### src/rtl/rxsel_pkg.sv
package rxsel_pkg;

  localparam int MODE_BITS = 3;

  // bit 2: wide counter, bit 1: counting, bit 0: loopback
  typedef struct packed {
    logic cnt32;
    logic count;
    logic loopback;
  } mode_t;

  typedef enum logic [1:0] {
    SRC_ADC   = 2'd0,
    SRC_LOOP  = 2'd1,
    SRC_CNT16 = 2'd2,
    SRC_CNT32 = 2'd3
  } src_t;

  function automatic src_t decode_src(input mode_t m);
    if (m.count)         return m.cnt32 ? SRC_CNT32 : SRC_CNT16;
    else if (m.loopback) return SRC_LOOP;
    else                 return SRC_ADC;
  endfunction

endpackage

### src/rtl/rxsel_rst_sync.sv
module rxsel_rst_sync #(
  parameter int STAGES = 2
) (
  input  logic clk,
  input  logic rst_n,
  output logic rst_sync_n
);

  logic [STAGES-1:0] sync_q;
  logic [STAGES-1:0] sync_d;

  always_comb begin
    sync_d = {sync_q[STAGES-2:0], 1'b1};
  end

  always_ff @(posedge clk or negedge rst_n) begin
    if (!rst_n) sync_q <= '0;
    else        sync_q <= sync_d;
  end

  assign rst_sync_n = sync_q[STAGES-1];

endmodule

### src/rtl/rxsel_mode_reg.sv
module rxsel_mode_reg
  import rxsel_pkg::*;
#(
  parameter int ADDR_W    = 5,
  parameter int DATA_W    = 32,
  parameter int MODE_ADDR = 13
) (
  input  logic              clk,
  input  logic              rst_n,
  input  logic              wr_en,
  input  logic [ADDR_W-1:0] wr_addr,
  input  logic [DATA_W-1:0] wr_data,
  output mode_t             mode_o,
  output logic              count_entry_o
);

  logic  hit;
  mode_t mode_q;
  mode_t mode_d;
  logic  entry;
  logic  unused_hi;

  assign unused_hi = ^wr_data[DATA_W-1:MODE_BITS];

  always_comb begin
    hit    = wr_en && (wr_addr == ADDR_W'(MODE_ADDR));
    mode_d = mode_q;
    entry  = 1'b0;
    if (hit) begin
      mode_d = mode_t'(wr_data[MODE_BITS-1:0]);
      entry  = mode_d.count && !mode_q.count;
    end
  end

  always_ff @(posedge clk or negedge rst_n) begin
    if (!rst_n)   mode_q <= '0;
    else if (hit) mode_q <= mode_d;
  end

  assign mode_o        = mode_q;
  assign count_entry_o = entry;

  p_other_addr_r10: assert property (@(posedge clk) disable iff (!rst_n)
    (!wr_en || wr_addr != ADDR_W'(MODE_ADDR)) |=> $stable(mode_q));

  p_write_loads_r10: assert property (@(posedge clk) disable iff (!rst_n)
    (wr_en && wr_addr == ADDR_W'(MODE_ADDR)) |=>
      (mode_q == $past(wr_data[MODE_BITS-1:0])));

endmodule

### src/rtl/rxsel_pattern_cnt.sv
module rxsel_pattern_cnt #(
  parameter int CNT_W = 32
) (
  input  logic             clk,
  input  logic             rst_n,
  input  logic             rx_reset,
  input  logic             clear,
  input  logic             advance,
  output logic [CNT_W-1:0] cnt_o
);

  logic [CNT_W-1:0] cnt_q;
  logic [CNT_W-1:0] cnt_d;
  logic             cnt_en;

  always_comb begin
    cnt_en = rx_reset || clear || advance;
    if (rx_reset || clear) cnt_d = '0;
    else                   cnt_d = cnt_q + CNT_W'(1);
  end

  always_ff @(posedge clk or negedge rst_n) begin
    if (!rst_n)      cnt_q <= '0;
    else if (cnt_en) cnt_q <= cnt_d;
  end

  assign cnt_o = cnt_q;

  p_cnt_step_r6: assert property (@(posedge clk) disable iff (!rst_n)
    (advance && !clear && !rx_reset) |=> (cnt_q == $past(cnt_q) + CNT_W'(1)));

  p_cnt_idle_r6: assert property (@(posedge clk) disable iff (!rst_n)
    (!advance && !clear && !rx_reset) |=> $stable(cnt_q));

  p_cnt_clear_r9: assert property (@(posedge clk) disable iff (!rst_n)
    (rx_reset || clear) |=> (cnt_q == '0));

endmodule

### src/rtl/rxsel_out_stage.sv
module rxsel_out_stage
  import rxsel_pkg::*;
#(
  parameter int SAMPLE_W = 16,
  parameter int CNT_W    = 2 * SAMPLE_W
) (
  input  logic                clk,
  input  logic                rst_n,
  input  logic                rx_reset,
  input  logic                strobe,
  input  src_t                src,
  input  logic [SAMPLE_W-1:0] adc_i,
  input  logic [SAMPLE_W-1:0] adc_q,
  input  logic [SAMPLE_W-1:0] tx_i,
  input  logic [SAMPLE_W-1:0] tx_q,
  input  logic [CNT_W-1:0]    cnt,
  output logic [SAMPLE_W-1:0] out_i,
  output logic [SAMPLE_W-1:0] out_q,
  output logic                out_valid
);

  logic [SAMPLE_W-1:0] sel_i;
  logic [SAMPLE_W-1:0] sel_q;
  logic [SAMPLE_W-1:0] i_q;
  logic [SAMPLE_W-1:0] q_q;
  logic [SAMPLE_W-1:0] i_d;
  logic [SAMPLE_W-1:0] q_d;
  logic                v_q;
  logic                v_d;
  logic                data_en;

  always_comb begin
    unique case (src)
      SRC_LOOP:  begin sel_i = tx_i;                  sel_q = tx_q;                        end
      SRC_CNT16: begin sel_i = cnt[SAMPLE_W-1:0];     sel_q = cnt[SAMPLE_W-1:0];           end
      SRC_CNT32: begin sel_i = cnt[SAMPLE_W-1:0];     sel_q = cnt[2*SAMPLE_W-1:SAMPLE_W];  end
      default:   begin sel_i = adc_i;                 sel_q = adc_q;                       end
    endcase
  end

  always_comb begin
    data_en = rx_reset || strobe;
    v_d     = strobe && !rx_reset;
    i_d     = rx_reset ? '0 : sel_i;
    q_d     = rx_reset ? '0 : sel_q;
  end

  always_ff @(posedge clk or negedge rst_n) begin
    if (!rst_n) begin
      i_q <= '0;
      q_q <= '0;
    end else if (data_en) begin
      i_q <= i_d;
      q_q <= q_d;
    end
  end

  always_ff @(posedge clk or negedge rst_n) begin
    if (!rst_n) v_q <= 1'b0;
    else        v_q <= v_d;
  end

  assign out_i     = i_q;
  assign out_q     = q_q;
  assign out_valid = v_q;

  p_valid_lat_r12: assert property (@(posedge clk) disable iff (!rst_n)
    (strobe && !rx_reset) |=> out_valid);

  p_no_valid_r12: assert property (@(posedge clk) disable iff (!rst_n)
    (!strobe || rx_reset) |=> !out_valid);

  p_hold_r6: assert property (@(posedge clk) disable iff (!rst_n)
    (!strobe && !rx_reset) |=> ($stable(out_i) && $stable(out_q)));

endmodule

### src/rtl/rx_source_select.sv
module rx_source_select
  import rxsel_pkg::*;
#(
  parameter int SAMPLE_W  = 16,
  parameter int ADDR_W    = 5,
  parameter int DATA_W    = 32,
  parameter int MODE_ADDR = 13
) (
  input  logic                clk,
  input  logic                rst_n,
  input  logic                rx_reset,
  input  logic                cfg_wr_en,
  input  logic [ADDR_W-1:0]   cfg_wr_addr,
  input  logic [DATA_W-1:0]   cfg_wr_data,
  input  logic                sample_stb,
  input  logic [SAMPLE_W-1:0] adc_i,
  input  logic [SAMPLE_W-1:0] adc_q,
  input  logic [SAMPLE_W-1:0] tx_i,
  input  logic [SAMPLE_W-1:0] tx_q,
  output logic [SAMPLE_W-1:0] out_i,
  output logic [SAMPLE_W-1:0] out_q,
  output logic                out_valid
);

  localparam int CNT_W = 2 * SAMPLE_W;

  logic             rst_sync_n;
  mode_t            mode;
  logic             count_entry;
  logic             advance;
  logic [CNT_W-1:0] cnt;
  src_t             src;

  rxsel_rst_sync #(.STAGES(2)) u_rst_sync (
    .clk        (clk),
    .rst_n      (rst_n),
    .rst_sync_n (rst_sync_n)
  );

  rxsel_mode_reg #(
    .ADDR_W    (ADDR_W),
    .DATA_W    (DATA_W),
    .MODE_ADDR (MODE_ADDR)
  ) u_mode (
    .clk           (clk),
    .rst_n         (rst_sync_n),
    .wr_en         (cfg_wr_en),
    .wr_addr       (cfg_wr_addr),
    .wr_data       (cfg_wr_data),
    .mode_o        (mode),
    .count_entry_o (count_entry)
  );

  assign advance = sample_stb && mode.count;
  assign src     = decode_src(mode);

  rxsel_pattern_cnt #(.CNT_W(CNT_W)) u_cnt (
    .clk      (clk),
    .rst_n    (rst_sync_n),
    .rx_reset (rx_reset),
    .clear    (count_entry),
    .advance  (advance),
    .cnt_o    (cnt)
  );

  rxsel_out_stage #(
    .SAMPLE_W (SAMPLE_W),
    .CNT_W    (CNT_W)
  ) u_out (
    .clk       (clk),
    .rst_n     (rst_sync_n),
    .rx_reset  (rx_reset),
    .strobe    (sample_stb),
    .src       (src),
    .adc_i     (adc_i),
    .adc_q     (adc_q),
    .tx_i      (tx_i),
    .tx_q      (tx_q),
    .cnt       (cnt),
    .out_i     (out_i),
    .out_q     (out_q),
    .out_valid (out_valid)
  );

  p_count_prio_r7: assert property (@(posedge clk) disable iff (!rst_sync_n)
    (sample_stb && !rx_reset && mode.count) |=>
      (out_i == $past(cnt[SAMPLE_W-1:0])));

  p_wide_high_r5: assert property (@(posedge clk) disable iff (!rst_sync_n)
    (sample_stb && !rx_reset && mode.count && mode.cnt32) |=>
      (out_q == $past(cnt[CNT_W-1:SAMPLE_W])));

  p_normal_r2: assert property (@(posedge clk) disable iff (!rst_sync_n)
    (sample_stb && !rx_reset && !mode.count && !mode.loopback) |=>
      (out_i == $past(adc_i) && out_q == $past(adc_q)));

endmodule

### config.mk
export PLATFORM = sky130hd
export DESIGN_NAME = rx_source_select
export DESIGN_NICKNAME = d
export VERILOG_FILES = /design/src/rtl/rxsel_pkg.sv /design/src/rtl/rxsel_rst_sync.sv /design/src/rtl/rxsel_mode_reg.sv /design/src/rtl/rxsel_pattern_cnt.sv /design/src/rtl/rxsel_out_stage.sv /design/src/rtl/rx_source_select.sv
export SDC_FILE = /design/constraint.sdc
export NUM_CORES = 1
export LEC_CHECK = 0
export ABC_AREA = 1
export CAP_MARGIN = 10
export CORE_MARGIN = 3
export CORE_UTILIZATION = 47
export CTS_CLUSTER_DIAMETER = 100
export DETAILED_ROUTE_END_ITERATION = 16
export GPL_TIMING_DRIVEN = 0
export PLACE_DENSITY = 0.81
export SETUP_SLACK_MARGIN = 0.2
export SYNTH_ARGS = -nofsm -noshare
export SYNTH_HDL_FRONTEND = slang
export SYNTH_SLANG_ARGS = --single-unit
### constraint.sdc
create_clock -name clk -period 2.7 [get_ports clk]
set_clock_uncertainty 0.1 [all_clocks]
set_input_delay 0.27 -clock clk [delete_from_list [all_inputs] [get_ports clk]]
set_output_delay 0.27 -clock clk [all_outputs]
set_load 0.02 [all_outputs]
; After elaboration in Yosys (flattened, before gate mapping)
; Index checks and enable logic that the tools add are counted.
[classes]
add_sub_neg = 1
eq_ne = 4
mux = 9
n_reduce_logical = 10
[op_table]
columns = cell, count
row1 = case mux 16 bit (3 select lines), 1
row2 = adder 32 x 1 -> 32 bit (second input constant), 1
row3 = 2-to-1 mux 16 bit, 2
row4 = 2-to-1 mux 32 bit, 1
row5 = case mux 16 bit (2 select lines), 1
row6 = equality test 5 x 4 -> 1 bit (second input constant), 1
row7 = equality test 2 bit (second input constant), 2
row8 = logical AND 1 bit, 4
row9 = logical OR 1 bit, 3
row10 = 2-to-1 mux 1 bit, 3
row11 = equality test 2 x 1 -> 1 bit (second input constant), 1
row12 = logical NOT 1 bit, 2
row13 = 2-to-1 mux 2 bit, 1
row14 = OR reduction 2 bit, 1
[totals]
register_bits = 70
input_bits = 106
elab_cells = 32

; Longest topological paths before layout
; Gate-level depths: netlist of the first run.
[logic_depth]
depth_word = 6
depth_mapped = 10
depth_no_buf = 10

; By module
; Synthesis of the first run repeated with hierarchy kept, for this count alone.
[unflattened]
hier_cells = 628
area_unflattened_um2 = 4352.9
[modules_own_cells]
columns = module, instances, cells_per_inst, area_each_um2, seq_area_each_um2
row1 = rxsel_out_stage, 1, 319, 2134.5, 825.8
row2 = rxsel_pattern_cnt, 1, 275, 1961.9, 800.8
row3 = rxsel_mode_reg, 1, 25, 180.2, 75.1
row4 = rxsel_rst_sync, 1, 3, 53.8, 50.0
row5 = rx_source_select, 1, 6, 22.5, 0.0

; Worst setup path before layout of the first run
; No wires, ideal clock.
[synth_path]
path_kind = register to register
from = register u_cnt.cnt_q[0] (netlist: u_cnt.cnt_o[0])
to = register u_cnt.cnt_q[20] (netlist: u_cnt.cnt_o[20])
setup_ns = 0.118
arrival_time_ns = 1.260
slack_ns = 1.222
stages_incl_launch_ff = 9
period_less_slack_ns = 1.478
cell_sequence = dfrtp_1 -> ha_1 -> inv_1 -> nor2_2 -> nand2_1 -> nor2_4 -> nand3_2 -> o21bai_1 -> nor2_1
[synth_between]
elab_chain_len = 2
[synth_lines]
columns = element, line
row1 = start: declaration, rxsel_pattern_cnt.sv:12  ; logic [CNT_W-1:0] cnt_q;
row2 = start signal: assignment, rxsel_pattern_cnt.sv:24  ; else if (cnt_en) cnt_q <= cnt_d;
row3 = adder 32 x 1 -> 32 bit, rxsel_pattern_cnt.sv:19  ; else cnt_d = cnt_q + CNT_W'(1);
row4 = 2-to-1 mux 32 bit, rxsel_pattern_cnt.sv:18  ; if (rx_reset || clear) cnt_d = '0;
; No other way between the ends.
; A chain may end at the register's enable or synchronous reset.

; Worst setup path after layout of the first run
[layout_path]
from = input port rx_reset
to = register u_cnt.cnt_q[10] (netlist: u_cnt.cnt_o[10])
[layout_between]
elab_chain_len = 2
[layout_lines]
columns = element, line
row1 = start: declaration, rx_source_select.sv:11  ; input logic rx_reset,
row2 = logical OR 1 bit (*), "rxsel_pattern_cnt.sv:17, rxsel_pattern_cnt.sv:18"
row3 = 2-to-1 mux 32 bit or logical OR 1 bit (tied branches), "rxsel_pattern_cnt.sv:18, rxsel_pattern_cnt.sv:17"
; Mark *: on every way between the ends. The rest lies on a longest branch, timed or not.

==> metrics.txt, run 1 <==
fin util=~66%; Area contributors post-synth=dfrtp_1 (40%), nand2_1 (20%), nand3_1 (10%); largest area contributor in the synthesized netlist=dfrtp_1; Fmax=~560 MHz; Reg2Reg Setup Slack=940 ps; Synth Flop Type=dfrtp_1; Min Clock Period, post-route=between 1500 and 2000 ps; Site Rows=34; Synth top area share=between 30% and 40%; clock tree buffer depth=2; clk sinks=70; CTS tree=yes; Slew Viols, Final=0; Setup CP Type=input pin to flop; share of layout cells above drive strength 1=under 10%; RR Endpoint=u_cnt.cnt_o[26]$_DFFE_PN0P_; PostCTS Resize Cnt=0; GRT overflow=0; via count=4877; design area=around 6000 um2; synth warn=0; routability cong.=slightly above 0.9; antenna diode count=0; CTS Buf Count=9; RSZ-0062 raised after global routing=no; Multi-input gate area=~2300 um2; Switching Fraction=about a third; most frequent cell after synthesis=nand2_1; post-synthesis cell count=approximately 650; CP arrival=between 1500 and 2000 ps; die height=103 um; post-DP HPWL=between 10000 and 15000 um; GRT Total Usage=28.3%; internal power=~0.0019 W; hold crit path type=flop to flop; clock transition time at the flip-flop clock pins of the worst setup and hold paths=~80 ps; worst skew pair latency=around 370 ps; startpoint types=input pin; Final Non-Filler Cells=886; die extent in x=103 um; Post-CTS Setup Bufs=0; Async SR Flop Fraction=100%; Netlist Area Pre-Place=between 4000 and 5000 um2; hold path cells=0; hold_buf cts=1; overall power=between 0.002 and 0.003 W; final hold violations=0; root buf cell=clkbuf_8; worst hold margin=~260 ps; WL per Instance=approximately 17 um; syn nets=around 760; Cells after DPL=869; Critical Path End Type=flop; Register Area=approximately 1800 um2; fillcell total=769; outcome=complete, no violations; via density per instance=about 5.5; clock network fraction of design power=approximately a third; Synth-to-Final Area Change=32.9%; DRT iter0 DRCs=just under 300; IO buf count=109; Post-DRT Antenna Nets=0; Peak supply drop=0.307 mV; Final Cycle Share=around two thirds; WP data required=around 2900 ps; vias in the first global route=~4.6k; initial antenna violation count=0; largest net degree at the start of global routing=~70; nets=just under 900; DRC viols=0; Initial Util=between 40% and 50%; Yosys cell types=34; area of the core=between 8000 and 9000 um2; CP max FO=10; top cells by count, synth=nand2_1 (235), nand3_1 (90), nor2_1 (83); Initial DRT Pass Iterations=5; register area share after synthesis=between 30% and 40%; Setup crit end=u_cnt.cnt_o[10]$_DFFE_PN0P_; die area=roughly 11000 um2; placed inst area=between 5000 and 6000 um2; EDFF count, synth=0; worst reg2reg path startpoint=u_cnt.cnt_o[1]$_DFFE_PN0P_; syn_area_per_cell=between 6 and 7 um2; Psw=0.000917 W; Worst Tran Pin Value=896 ps; H-Tree Level Count=3; share of power burned in registers=~40%; CP startpoint=rx_reset; R2R depth=8; final setup vio count=0; first-pass GRT wire length=22900 um; IO Pins=around 140; Slew headroom=between 40 and 50%; pwr/cell area=approximately 480 nW/um2; Leakage=2.60 nW; Routed Wire Length=about 15000 um; register bit total from synthesis=70; Combinational Power Share=26.8%; max_cap viols=0
-- cells in the final DEF (no fill, tap or decap), drive strengths merged --
cell             n
conb             1
clkbuf          18
clkinvlp         3
o22ai            1
ha               1
o2111ai         10
bufinv           1
a211oi           1
o211ai           6
clkinv           4
nand4            8
nand2          242
dlygate4sd3      1
buf             19
dfrtp           70
a21oi            9
nand3           93
nor2            98
inv             49
nor3b            3
o21ai           26
o21a             1
clkdlybuf4s50  109
o21bai           1
or2              2
nand3b           1
-- state kept, by name, summed over array words and instances (netlist names) --
register,flops
u_cnt.cnt_o,32
u_out.out_valid,1
u_rst_sync.sync_q,2
u_out.out_q,16
u_mode.mode_o,3
u_out.out_i,16
-- routing by layer --
layer | up-vias | GRT usage (%) | part of all wire (%) | routed length [um]
met3 | 36 | 5.48 | 9.5 | 1420
met4 | 0 | 11.0 | 3.0 | 444
met5 | - | 0 | 0 | 0
met1 | 2259 | 37.9 | 42 | 6250
li1 | 2340 | - | - | -
met2 | 242 | 45.5 | 46 | 6780
-- worst max-delay path, cell delays in order --
cell,delay [ps]
clkdlybuf4s50_1,520
clkinv_1,270
nand2_2,300
inv_1,190
buf_4,210
nand4_1,100
nand2_1,70
-- power by group through the flow --
stage / Sequential [W] / Clock (W) / Combinational, W
2_1_floorplan: 0.00123 / 0 / 0.000377
3_3_place_gp: 0.00118 / 0 / 0.000738
3_5_place_dp: 0.00118 / 0 / 0.000749
4_1_cts: 0.00116 / 0.000912 / 0.000755
5_1_grt: 0.00117 / 0.000960 / 0.000822
6_report: 0.00116 / 0.000915 / 0.000762
-- stage by stage --
stage / TNS (ps) / setup slack, ps
finish: 0 / 911
global route: 0 / 806
CTS: 0 / 925
detailed placement: 0 / 557
global placement: -19200 / -287
floorplan: 0 / 506
-- layout make-up --
class / instances / area share [%]
clock buffers: 11 / 2.59
plain buffers: 26 / 2.78
multi-input cells: 504 / 39.2
clock inverters: 5 / 0.983
repair buffers: 110 / 18.8
flip-flops and latches: 70 / 30.0
well taps: 108 / 2.31
inverters: 52 / 3.36
-- how the worst min path moves through the flow --
stage	endpoint	slack [ps]	from
after global placement	u_rst_sync.sync_q[1]$_DFF_PN0_	240	u_rst_sync.sync_q[0]$_DFF_PN0_
after floorplan	u_rst_sync.sync_q[0]$_DFF_PN0_	-130	rst_n
final	u_rst_sync.sync_q[1]$_DFF_PN0_	260	u_rst_sync.sync_q[0]$_DFF_PN0_
after detailed placement	u_rst_sync.sync_q[1]$_DFF_PN0_	240	u_rst_sync.sync_q[0]$_DFF_PN0_
after CTS	u_rst_sync.sync_q[1]$_DFF_PN0_	260	u_rst_sync.sync_q[0]$_DFF_PN0_
after global routing	u_rst_sync.sync_q[1]$_DFF_PN0_	280	u_rst_sync.sync_q[0]$_DFF_PN0_
-- cells by family after synthesis --
| family | after synthesis | synth area share [%] |
|---|---|---|
| AO/OA/AOI/OAI | 55 | 7.64 |
| flip-flops | 70 | 39.8 |
| other | 1 | 0.0851 |
| buffers and inverters | 78 | 8.15 |
| AND/OR/NAND/NOR | 447 | 44.1 |
| adder cells (fa/ha/maj) | 1 | 0.284 |
Power figures use the tool's default switching activity.
==> run 2, diff against run 1 <==
Clock period 2.7 ns to 1.7 ns, I/O delays scaled along.
==> metrics.txt, run 2 (synthesized netlist as in run 1, its figures left out) <==
Critical Path End Type=flop (unchanged); hold crit path type=input pin to flop (was flop to flop); CP startpoint=u_mode.mode_o[1]$_DFFE_PN0P_ (was rx_reset); root buf cell=clkbuf_8 (unchanged); fillcell total=688 (was 769); Min Clock Period, post-route=around 1600 ps; Largest register FFs=32 (unchanged); nets=903 (was 880); die area=10600 um2 (unchanged); initial antenna violation count=0 (unchanged); die extent in x=103 um (unchanged); first-pass GRT wire length=22700 um (was 22900 um); outcome=complete, no violations (unchanged); post-DP HPWL=11500 um (was 11600 um); RR Endpoint=u_out.out_q[1]$_DFFE_PN0P_ (was u_cnt.cnt_o[26]$_DFFE_PN0P_); Fmax=about 630 MHz; CTS tree=yes (unchanged); Setup crit end=u_out.out_q[1]$_DFFE_PN0P_ (was u_cnt.cnt_o[10]$_DFFE_PN0P_); RSZ-0062 raised after global routing=yes (was no); Slew Viols, Final=0 (unchanged); Leakage=2.90 nW (was 2.60 nW); vias in the first global route=4545 (was 4617); WL per Instance=17.4 um (was 16.8 um); critical path, cell by cell=or2_1 > buf_6 > clkbuf_16 > o2111ai_2 > nand2_1 > o21ai_1 (was clkdlybuf4s50_1 > clkinv_1 > nand2_2 > inv_1 > buf_4 > nand4_1 > nand2_1); Reg2Reg Setup Slack=110 ps (was 940 ps); antenna diode count=0 (unchanged); Peak supply drop=0.452 mV (was 0.307 mV); area of the core=8890 um2 (unchanged); IO buf count=109 (unchanged); final setup vio count=0 (unchanged); WP data required=1890 ps (was 2860 ps); setup TNS=0 ps (unchanged); worst reg2reg path startpoint=u_mode.mode_o[1]$_DFFE_PN0P_ (was u_cnt.cnt_o[1]$_DFFE_PN0P_); Initial DRT Pass Iterations=5 (unchanged); CP arrival=1780 ps (was 1950 ps); worst skew pair latency=370 ps (about the same); DRC viols=0 (unchanged); IO Pins=139 (unchanged); GRT Total Usage=28.2% (was 28.3%); final hold violations=0 (unchanged); clock tree buffer depth=2 (unchanged); largest net degree at the start of global routing=69 (unchanged); GRT overflow=0 (unchanged); Max stage delay on crit path=480 ps (was 520 ps); Worst Tran Pin Value=882 ps (was 896 ps); pwr/cell area=718 nW/um2 (was 485 nW/um2); R2R depth=6 (was 8); worst slack, placed=-306 ps (was 557 ps); die height=103 um (unchanged); clock transition time at the flip-flop clock pins of the worst setup and hold paths=90 ps (was 80 ps); via density per instance=5.61 (was 5.50); Setup CP Type=flop to flop (was input pin to flop); Final Cycle Share=93.3%; Routed Wire Length=15800 um (was 14900 um); startpoint types=flop (was input pin); Initial Util=49.5% (unchanged); share of layout cells above drive strength 1=20.5% (was 8.35%); Slew headroom=41.2% (was 40.2%); Post-DRT Antenna Nets=0 (unchanged); final worst setup slack=115 ps (was 911 ps); Site Rows=34 (unchanged); CTS Buf Count=9 (unchanged); DRT iter0 DRCs=460 (was 296); H-Tree Level Count=3 (unchanged); worst hold margin=237 ps (was 263 ps); CP max FO=8 (was 10); Synth-to-Final Area Change=44.9% (was 32.9%); slowest CP cell=dfrtp_2 (was clkdlybuf4s50_1); via count=5103 (was 4877); clk sinks=70 (unchanged); routability cong.=0.972 (was 0.933); commonest non-fill, non-tap cell in the layout=nand2_1 (unchanged); max_cap viols=0 (unchanged); commonest cells after routing, fill and taps aside=nand2_1 (217), nand3_1 (82), clkdlybuf4s50_1 (76), nor2_1 (68), dfrtp_1 (53) (was nand2_1 (235), clkdlybuf4s50_1 (109), nand3_1 (90), nor2_1 (83), dfrtp_1 (69))
## run 2: changes by cell type in the layout (fill, tap and decap cells not counted), moves of 7 or more
| cell | change |
|---|---|
| o2111ai_1 | -10 |
| nand2_1 | -18 |
| nor2_1 | -15 |
| dfrtp_1 | -16 |
| dlygate4sd2_1 | +33 |
| nand2_2 | +15 |
| nand3_2 | +8 |
| nor2_4 | +12 |
| dfrtp_2 | +16 |
| nand3_1 | -8 |
| clkdlybuf4s50_1 | -33 |
| o2111ai_2 | +7 |
| buf_4 | +17 |
## run 2: stage by stage
step | std cells | total power (W) | instance area (um2) | utilization (%)
6_report | 909 | 0.00458 | 6380 | 71.8
5_1_grt | 909 | 0.00475 | 6380 | 71.8
4_1_cts | 892 | 0.00426 | 5910 | 66.5
3_5_place_dp | 869 | 0.00307 | 5640 | 63.4
3_3_place_gp | 869 | 0.00305 | 5630 | 63.4
2_1_floorplan | 652 | 0.00254 | 4410 | -
## run 2: area by class of cell
class                           instances  area, um2  share of cell area (%)
Sequential cell                        70       1780                    27.8
Multi-Input combinational cell        504       2620                    41.0
Clock buffer                           12        145                    2.27
Clock inverter                          4       22.5                   0.353
Tap cell                              108        135                    2.12
Inverter                               52        213                    3.33
Timing Repair Buffer                  133       1270                    19.9
Buffer                                 26        203                    3.18
## run 2: how the worst min path moves through the flow
stage	start	endpoint	depth (start not counted)
6_report	cfg_wr_data[2]	u_mode.mode_o[2]$_DFFE_PN0P_	3
5_1_grt	u_rst_sync.sync_q[0]$_DFF_PN0_	u_rst_sync.sync_q[1]$_DFF_PN0_	0
4_1_cts	cfg_wr_data[2]	u_mode.mode_o[2]$_DFFE_PN0P_	3
3_5_place_dp	rst_n	u_rst_sync.sync_q[0]$_DFF_PN0_	1
3_3_place_gp	rst_n	u_rst_sync.sync_q[0]$_DFF_PN0_	1
2_1_floorplan	rst_n	u_rst_sync.sync_q[0]$_DFF_PN0_	0
## run 2: per-layer routing
layer	GRT usage (%)	wire length [um]	part of all wire, %
met2	45.2	7490	47
met5	0	0	0
met3	4.60	1570	10
met4	13.0	476	3.0
met1	37.4	6240	40
## run 2: report_power, final
group / switching [W] / internal [W] / total (W)
Combinational: 0.000819 / 0.000693 / 0.00151
Sequential: 0.0000904 / 0.00175 / 0.00185
Clock: 0.000663 / 0.000563 / 0.00123
Total: 0.00157 / 0.00301 / 0.00458
## run 2: repair_timing
action / 4_1_cts / 5_1_grt
pin swaps: 5 / 31
endpoints found under the setup margin: 80 / 53
hold endpoints to repair: 2 / 0
gates resized for setup: 61 / 95
gates cloned: 1 / 3
buffers inserted: 5 / 14
hold buffers: 1 / 0
## run 2: worst max-delay path: cells and delay by family, from the launching register on
family                 cells  cell delay (ps)
flip-flops                 1              480
AND/OR/NAND/NOR            2              360
buffers and inverters      2              330
AO/OA/AOI/OAI              2              230
